File: src/rtl/kbd_cmd_pkg.sv
`timescale 1ns/1ps
package kbd_cmd_pkg;

    // Pending parameter kinds
    typedef enum logic [1:0] {
        PEND_NONE = 2'd0,
        PEND_LED  = 2'd1,
        PEND_RATE = 2'd2
    } pend_e;

    // Decoded actions
    typedef enum logic [3:0] {
        OP_LED_ARG,
        OP_RATE_ARG,
        OP_SET_LED,
        OP_SET_RATE,
        OP_ECHO,
        OP_NOP,
        OP_ENABLE,
        OP_DISABLE,
        OP_DEFAULTS,
        OP_RESEND,
        OP_RESET,
        OP_STRAY
    } op_e;

    localparam logic [7:0] CMD_FLOOR    = 8'hED;
    localparam logic [7:0] CMD_SET_LED  = 8'hED;
    localparam logic [7:0] CMD_ECHO     = 8'hEE;
    localparam logic [7:0] CMD_SET_RATE = 8'hF3;
    localparam logic [7:0] CMD_ENABLE   = 8'hF4;
    localparam logic [7:0] CMD_DISABLE  = 8'hF5;
    localparam logic [7:0] CMD_DEFAULTS = 8'hF6;
    localparam logic [7:0] CMD_RESEND   = 8'hFE;
    localparam logic [7:0] CMD_RESET    = 8'hFF;

    localparam logic [7:0] RSP_ACK  = 8'hFA;
    localparam logic [7:0] RSP_ECHO = 8'hEE;
    localparam logic [7:0] RSP_BAT  = 8'hAA;

    localparam int LED_W    = 3;
    localparam int MAX_PUSH = 3;   // two command answers plus one scancode

endpackage

File: src/rtl/kbd_cmd_decode.sv
`timescale 1ns/1ps
module kbd_cmd_decode
    import kbd_cmd_pkg::*;
(
    input  logic [7:0] byte_i,
    input  pend_e      pend_i,
    output op_e        op_o
);

    always_comb begin
        op_o = OP_STRAY;
        if (byte_i >= CMD_FLOOR) begin
            // command range always wins over a pending parameter
            case (byte_i)
                CMD_SET_LED:  op_o = OP_SET_LED;
                CMD_ECHO:     op_o = OP_ECHO;
                CMD_SET_RATE: op_o = OP_SET_RATE;
                CMD_ENABLE:   op_o = OP_ENABLE;
                CMD_DISABLE:  op_o = OP_DISABLE;
                CMD_DEFAULTS: op_o = OP_DEFAULTS;
                CMD_RESEND:   op_o = OP_RESEND;
                CMD_RESET:    op_o = OP_RESET;
                default:      op_o = OP_NOP;
            endcase
        end else begin
            case (pend_i)
                PEND_LED:  op_o = OP_LED_ARG;
                PEND_RATE: op_o = OP_RATE_ARG;
                default:   op_o = OP_STRAY;
            endcase
        end
    end

endmodule

File: src/rtl/kbd_rsp_queue.sv
`timescale 1ns/1ps
module kbd_rsp_queue #(
    parameter int DEPTH   = 8,   // power of two
    parameter int WIDTH   = 8,
    parameter int MAXPUSH = 3
) (
    input  logic                           clk,
    input  logic                           rst_n,
    input  logic [$clog2(MAXPUSH+1)-1:0]   push_cnt,
    input  logic [MAXPUSH-1:0][WIDTH-1:0]  push_data,
    input  logic                           pop,
    output logic [WIDTH-1:0]               head,
    output logic [$clog2(DEPTH+1)-1:0]     count
);

    localparam int PW = (DEPTH > 1) ? $clog2(DEPTH) : 1;
    localparam int CW = $clog2(DEPTH + 1);
    localparam int NW = $clog2(MAXPUSH + 1);

    typedef struct packed {
        logic [DEPTH-1:0][WIDTH-1:0] mem;
        logic [PW-1:0]               rd;
        logic [CW-1:0]               cnt;
    } q_t;

    q_t q_d, q_q;

    always_comb begin
        q_d = q_q;
        for (int i = 0; i < MAXPUSH; i++) begin
            if (NW'(i) < push_cnt) begin
                q_d.mem[PW'(q_q.rd + PW'(q_q.cnt) + PW'(i))] = push_data[i];
            end
        end
        if (pop) begin
            q_d.rd = q_q.rd + 1'b1;
        end
        q_d.cnt = q_q.cnt + CW'(push_cnt) - CW'(pop);
    end

    always_ff @(posedge clk) begin
        if (!rst_n) begin
            q_q <= '0;
        end else begin
            q_q <= q_d;
        end
    end

    assign head  = q_q.mem[q_q.rd];
    assign count = q_q.cnt;

endmodule

File: src/rtl/kbd_cmd_responder.sv
`timescale 1ns/1ps
module kbd_cmd_responder
    import kbd_cmd_pkg::*;
#(
    parameter int                DEPTH    = 8,
    parameter int                RATE_W   = 7,
    parameter logic [RATE_W-1:0] DEF_RATE = 7'h2B
) (
    input  logic              clk,
    input  logic              rst_n,
    input  logic              cmd_valid,
    input  logic [7:0]        cmd_data,
    output logic              cmd_ready,
    output logic              rsp_valid,
    output logic [7:0]        rsp_data,
    input  logic              rsp_ready,
    input  logic              scan_valid,
    input  logic [7:0]        scan_data,
    output logic [LED_W-1:0]  leds,
    output logic [RATE_W-1:0] typematic,
    output logic              kbd_enabled
);

    localparam int CW = $clog2(DEPTH + 1);
    localparam int NW = $clog2(MAX_PUSH + 1);

    typedef struct packed {
        logic [LED_W-1:0]  leds;
        logic [RATE_W-1:0] rate;
        logic              en;
        logic [7:0]        last;
        pend_e             pend;
    } st_t;

    st_t st_d, st_q;

    op_e                          op;
    logic [CW-1:0]                cnt;
    logic [CW-1:0]                free;
    logic                         fire;
    logic                         pop;
    logic [NW-1:0]                pcnt;
    logic [MAX_PUSH-1:0][7:0]     pdat;

    kbd_cmd_decode u_decode (
        .byte_i (cmd_data),
        .pend_i (st_q.pend),
        .op_o   (op)
    );

    kbd_rsp_queue #(
        .DEPTH   (DEPTH),
        .WIDTH   (8),
        .MAXPUSH (MAX_PUSH)
    ) u_queue (
        .clk       (clk),
        .rst_n     (rst_n),
        .push_cnt  (pcnt),
        .push_data (pdat),
        .pop       (pop),
        .head      (rsp_data),
        .count     (cnt)
    );

    assign free      = CW'(DEPTH) - cnt;
    assign cmd_ready = (free >= CW'(2));
    assign fire      = cmd_valid && cmd_ready;
    assign rsp_valid = (cnt != '0);
    assign pop       = rsp_valid && rsp_ready;

    always_comb begin
        st_d = st_q;
        pcnt = '0;
        pdat = '0;

        if (fire) begin
            st_d.pend = PEND_NONE;
            pdat[0]   = RSP_ACK;
            pcnt      = NW'(1);
            case (op)
                OP_LED_ARG:  st_d.leds = cmd_data[LED_W-1:0];
                OP_RATE_ARG: st_d.rate = cmd_data[RATE_W-1:0];
                OP_SET_LED:  st_d.pend = PEND_LED;
                OP_SET_RATE: st_d.pend = PEND_RATE;
                OP_ECHO:     pdat[0]   = RSP_ECHO;
                OP_ENABLE:   st_d.en   = 1'b1;
                OP_DISABLE: begin
                    st_d.en   = 1'b0;
                    st_d.rate = DEF_RATE;
                end
                OP_DEFAULTS: st_d.rate = DEF_RATE;
                OP_RESEND:   pdat[0]   = st_q.last;
                OP_RESET: begin
                    st_d.leds = '0;
                    st_d.rate = DEF_RATE;
                    st_d.en   = 1'b1;
                    st_d.last = '0;
                    pdat[1]   = RSP_BAT;
                    pcnt      = NW'(2);
                end
                default: ;
            endcase
        end

        // scancode goes behind this cycle's command answers
        if (scan_valid && st_q.en && (free > CW'(pcnt))) begin
            pdat[pcnt] = scan_data;
            pcnt       = pcnt + NW'(1);
            st_d.last  = scan_data;
        end
    end

    always_ff @(posedge clk) begin
        if (!rst_n) begin
            st_q.leds <= '0;
            st_q.rate <= DEF_RATE;
            st_q.en   <= 1'b1;
            st_q.last <= '0;
            st_q.pend <= PEND_NONE;
        end else begin
            st_q <= st_d;
        end
    end

    assign leds        = st_q.leds;
    assign typematic   = st_q.rate;
    assign kbd_enabled = st_q.en;

endmodule

File: config.mk
export PLATFORM = sky130hd
export DESIGN_NAME = kbd_cmd_responder
export DESIGN_NICKNAME = d
export VERILOG_FILES = /design/src/rtl/kbd_cmd_pkg.sv /design/src/rtl/kbd_cmd_decode.sv /design/src/rtl/kbd_rsp_queue.sv /design/src/rtl/kbd_cmd_responder.sv
export SDC_FILE = /design/constraint.sdc
export NUM_CORES = 1
export LEC_CHECK = 0
export ABC_AREA = 1
export BUFFER_PORTS_ARGS = -buffer_cell sky130_fd_sc_hd__buf_2
export CORE_MARGIN = 2
export CORE_UTILIZATION = 40
export CTS_BUF_LIST = sky130_fd_sc_hd__clkbuf_4
export DETAILED_ROUTE_END_ITERATION = 8
export HOLD_SLACK_MARGIN = 0.12
export SLEW_MARGIN = 20
export SYNTH_ARGS = -nofsm -noshare
export SYNTH_HDL_FRONTEND = slang
export SYNTH_HIERARCHICAL = 1
export SYNTH_SLANG_ARGS = --single-unit
export TNS_END_PERCENT = 20
File: constraint.sdc
create_clock -name clk -period 4.4 [get_ports clk]
set_input_delay 0.88 -clock clk [delete_from_list [all_inputs] [get_ports clk]]
set_output_delay 0.88 -clock clk [all_outputs]
set_load 0.03 [all_outputs]
## Yosys cells after proc, flatten, opt, wreduce, memory -nomap -nowiden

Index checks and enable logic that the tools add are counted.

- Register bits after elaboration: 92
- Latch bits: 0
- Memory bits (writable): 0
- ROM bits: 0
- Input port bits: 21
- Output and inout port bits: 21
- Word-level logic and storage cells: 112
- Memories kept: 0

- Add/sub/neg operators: 8
- $mul: 0
- Divide/modulo/power cells: 0
- Magnitude comparators: 15
- Equality and inequality tests: 19
- Shift operators: 0
- Muxes and demuxes: 34
- Bitwise gates (word level): 0
- Reduce and logical (&&, ||, !) cells: 21

Operators with widths:

| kind | count |
|---|---|
| bitwise mux 64 bit | 3 |
| two-way mux 64 bit | 3 |
| demux 8 bit (select 3 bit) | 3 |
| equality test 8 bit, second input constant | 8 |
| two-way mux 8 bit | 8 |
| case mux 4 bit (8 select lines) | 1 |
| binary-select mux 8 bit (select 3 bit) | 1 |
| bitwise mux 24 bit | 1 |
| two-way mux 24 bit | 1 |
| demux 8 bit (select 2 bit) | 1 |
| < comparator 3 x 4 -> 1 bit, second input constant | 4 |
| two-way mux 16 bit | 1 |
| case mux 8 bit (2 select lines) | 1 |
| case mux 7 bit (2 select lines) | 1 |
| equality test 4 x 3 -> 1 bit, second input constant | 3 |
| equality test 4 bit, second input constant | 3 |
| two-way mux 10 bit | 1 |
| nonzero test 2 bit | 5 |
| greater-or-equal comparator 3 x 1 -> 1 bit, second input constant | 3 |
| equality test 4 x 2 -> 1 bit, second input constant | 2 |
| greater-or-equal comparator 8 bit, second input constant | 1 |
| logical AND 1 bit | 8 |
| case mux 4 bit (2 select lines) | 1 |
| AND reduction 2 bit | 4 |
| other kinds (25) | 29 |

## Depth between registers and ports, before layout

- Depth after elaboration: 18
- Gate-level depth with buffers: 30
- Mapped depth without buffers: 29

## Hierarchy

The synthesis kept the hierarchy.

Modules (own cells, without submodules):

| module | times used | cells an instance | area an instance (um^2) | seq. area each (um^2) |
|---|---|---|---|---|
| kbd_rsp_queue | 1 | 825 | 4991.0 | 1421.4 |
| kbd_cmd_responder | 1 | 211 | 1413.9 | 420.4 |
| kbd_cmd_decode | 1 | 64 | 311.5 | 0.0 |

## Worst setup path before layout

Ideal clock, no wire load.

- Path type: input port to flip-flop
- From: input port cmd_data[6]
- To: register u_queue.q_q, in the netlist u_queue/count[3]
- Library setup time: 70 ps
- Arrival: 4370 ps
- Required time: 4330 ps
- Slack: -40 ps
- Cell stages on the path: 28
- Buffers on the path: 1
- Cells stage by stage: nand2_2 -> nor2_8 -> nand3_1 -> nand2_1 -> a21oi_1 -> nand3_1 -> inv_1 -> nor2_1 -> nand2_1 -> inv_1 -> nand3_2 -> buf_2 -> ha_1 -> inv_1 -> nor2_1 -> o21ai_0 -> nand3_2 -> nand2_2 -> a21oi_1 -> inv_1 -> ha_1 -> inv_1 -> ha_1 -> nand2_1 -> nor2_1 -> a211oi_1 -> o21ai_0 -> a21oi_1

- Word-level cells in the longest chain between the ends: 11
- Elaborated cells on any way between the ends: 20
- Those cells by class: add/sub (3); order compare (2); eq/ne (9); mux (5); reduce/logical (1)

Ends and longest elaborated chain:

| item | RTL line | text |
|---|---|---|
| from (decl) | kbd_cmd_responder.sv:12 | `input logic [7:0] cmd_data,` |
| equality test 8 bit | kbd_cmd_decode.sv:14 | `case (byte_i)` |
| case mux 4 bit (8 select lines) | kbd_cmd_decode.sv:14 |  |
| two-way mux 4 bit (*) | kbd_cmd_decode.sv:12 | `if (byte_i >= CMD_FLOOR) begin` |
| net op[1] | kbd_cmd_responder.sv:37 | `op_e op;` |
| equality test 4 bit (*) | kbd_cmd_responder.sv:80 | `case (op)` |
| two-way mux 2 bit (*) | kbd_cmd_responder.sv:80 |  |
| two-way mux 2 bit (*) | kbd_cmd_responder.sv:76 | `if (fire) begin` |
| > comparator 4 x 2 -> 1 bit | kbd_cmd_responder.sv:106 | `if (scan_valid && st_q.en && (free > CW'(pcnt))) begin` |
| logical AND 1 bit | kbd_cmd_responder.sv:106 |  |
| two-way mux 2 bit (*) | kbd_cmd_responder.sv:106 |  |
| net pcnt[1] | kbd_cmd_responder.sv:42 | `logic [NW-1:0] pcnt;` |
| adder 4 x 2 -> 4 bit (*) | kbd_rsp_queue.sv:38 | `q_d.cnt = q_q.cnt + CW'(push_cnt) - CW'(pop);` |
| subtractor 4 x 1 -> 4 bit (*) | kbd_rsp_queue.sv:38 |  |
| to (signal assigned) | kbd_rsp_queue.sv:45 | `q_q <= q_d;` |
| to (decl) | kbd_rsp_queue.sv:26 | `q_t q_d, q_q;` |

The timed path passes the listed nets; every way through them passes the cells marked *.
A chain may end at the register's enable or synchronous reset.

## Worst setup path in the final report

Ends and elaborated chain as after synthesis.

==> flow_summary.toml <==
[worst_setup_path]
endpoint_kind = "flip-flop"
critical_path_arrival_ns = 4.33
critPathKind = "input port to flip-flop"
setup.worst_path.start_class = "input port"
cp_max_fo = 5
worstPathRequired_ns = 4.82

[floorplan]
ios = 42
start_util_pct = 40.6
die-width_um = 134
core_region_area_um2 = 16500
die_area_um2 = 17800
num_rows = 47
die-height_um = 134

[global_route]
grt_max_degree = 75
antenna_found_initial = 1
grt_pass1_wl_mm = 37.7
track_usage_pct = 27.6
grt-ovfl-total = 0
grt_pass1_vias = 6659

[hold_path]
hold_class = "flip-flop to flip-flop"

[clock_tree]
clock_latency_ns = 0.49
clock_sinks = 92
h-tree-depth = 3
clkTransAtPathRegs_ns = 0.15
root_buffer = "clkbuf_4"
cts_buffers = 9
cts_resized = 0
cts_buffer_depth = 2
cts_tree = "done"
postCtsSetupBuffers = 0
postCtsHoldBufs = 0

[sta]
post-route-period-util_pct = 89.0
hold_violations = 0
min_period_ns = 3.91
slew_headroom_pct = 44.1
grt_setup_unrepaired = "no"
worst_slew_pin_slew_ns = 0.837
hold_ws_ns = 0.473
drv_slew = 0
clock_skew_ns = 0.0223
setup_viol = 0
max_freq_ghz = 0.255
fin_ws_ns = 0.486

[flow_run]
drv_cap = 0

[pwr]
p_leak_nw = 3.28
p_int_mw = 2.37
seqPwrFrac_pct = 24.1
max-vdd-ir-drop_mv = 0.298
clkPwrFrac_pct = 10.6
power.switching_mw = 2.87
switching_share_pct = 54.7
powerDensity_nw_per_um2 = 704
p_comb_share_pct = 65.3

[placed_design]
place_ws_ns = 0.0179
place.gp.congestion = 0.990
dp_hpwl_mm = 17.3
numPortBuffers = 41

[yosys]
yosysTopAreaCellShare_pct = 27.4
synth_edf_count = 0
syn_area_um2 = 6720
async_flop_share_pct = 0
synth.distinct_cells = 39
synth_nets = 1136
synth_ff_type = "dfxtp_1"
yosys-top-cells-area = "dfxtp_1, nand2_1, nand3_1"
synth_cells = 1100
ys_ff_latch = 92
syn_avg_cell_area_um2 = 6.11
yosysWarnings = 6
synth-seq-area-share_pct = 27.4
yosysTopAreaCell = "dfxtp_1"

[layout]
final_core_util_pct = 45.0
area_growth_pct = 10.8
fin_nets = 1181
nFillCells = 1841
drive_above_1_share_pct = 14.1
final_common_cell = "nand2_1"
layout_common_cells = "nand2_1, nand3_1, o21ai_0"

[route]
routed_wl_mm = 24.6
avgRoutedWirePerCell_um = 17.9
num_vias = 7527
ant_nets = 0
vias_per_cell = 5.49
drtPass1Iterations = 7
drc_errors = 0
drtIter0Drc = 735

[status]
outcome = "completed"
-- per-layer routing --
| metal | track usage [%] | routed length [µm] |
|---|---|---|
| met5 | 0 | 0 |
| met4 | 10.6 | 825 |
| met3 | 5.94 | 2170 |
| met2 | 41.1 | 10500 |
| met1 | 39.0 | 11000 |
-- worst max-delay path, stage by stage --
cell      delay [ns]
buf_2           0.10
nand2_2         0.11
nor2_4          0.18
nand2_2         0.07
o211ai_1        0.22
nand3_1         0.13
inv_1           0.09
nor2_1          0.05
nand2_1         0.08
inv_1           0.07
nor2_1          0.20
ha_1            0.26
nand2_1         0.07
o21ai_0         0.09
nand3_2         0.10
nand2_2         0.08
a21oi_2         0.16
inv_1           0.08
ha_1            0.33
inv_1           0.06
ha_1            0.29
nand2_1         0.07
nor2_1          0.04
a211oi_1        0.25
o21ai_0         0.12
a21oi_1         0.15
-- state kept, by name, indices dropped and copies added, names as in the netlist --
name / cells
st_q: 10
leds: 3
kbd_enabled: 1
typematic: 7
u_queue/count: 4
u_queue/q_q: 67
-- power by group through the flow --
stage | clock [mW] | combinational [mW] | sequential (mW)
2_1_floorplan | 0 | 2.39 | 1.20
3_3_place_gp | 0 | 3.34 | 1.27
3_5_place_dp | 0 | 3.35 | 1.27
4_1_cts | 0.566 | 3.36 | 1.25
5_1_grt | 0.596 | 3.75 | 1.29
6_report | 0.557 | 3.42 | 1.26
-- cells in the mapped netlist, drive strengths merged, types with 2 or more instances --
cell    instances
fa              2
xor2            2
a21oi          88
o211ai          2
inv           102
dfxtp          92
nor3            7
o21ai         146
nor2          113
clkbuf         21
nand3         158
clkinv          3
nand2         271
a31oi           8
ha             13
buf            42
o22ai           8
nand4          13
o31ai           4
-- cell type report --
| cell class | instances | area [µm²] | share of cell area, % |
|---|---|---|---|
| clock buffers | 10 | 75.1 | 1.01 |
| repair buffers | 97 | 638 | 8.57 |
| multi-input cells | 840 | 4140 | 55.6 |
| diodes | 1 | 2.50 | 0.0336 |
| flip-flops and latches | 92 | 1840 | 24.7 |
| well taps | 220 | 275 | 3.70 |
| clock inverters | 5 | 77.6 | 1.04 |
| inverters | 105 | 397 | 5.33 |
-- cell families after synthesis --
kind of cell	synth area share, %
buffers and inverters	11.1
XOR/XNOR	0.391
AND/OR/NAND/NOR	38.3
flip-flops	27.4
adder cells (fa/ha/maj)	3.02
AO/OA/AOI/OAI	19.8
-- final timing paths --
| kind | from | endpoint | slack, ns | cells past startpoint |
|---|---|---|---|---|
| min reg2reg | leds[1] | leds[1] | 0.47 | 2 |
| max | cmd_data[6] | u_queue/count[3] | 0.49 | 26 |
| max reg2reg | u_queue/count[1] | u_queue/count[3] | 0.52 | 21 |
| min | leds[1] | leds[1] | 0.47 | 2 |
-- per-stage QoR --
stage / area [µm²] / TNS [ns] / power (mW) / instances
after floorplan: 6720 / -0.00240 / 3.60 / 1100
after global placement: 7290 / 0 / 4.61 / 1354
after detailed placement: 7290 / 0 / 4.62 / 1354
after CTS: 7440 / 0 / 5.18 / 1369
after global routing: 7440 / 0 / 5.63 / 1369
final: 7440 / 0 / 5.24 / 1370
Power figures use the tool's default switching activity.
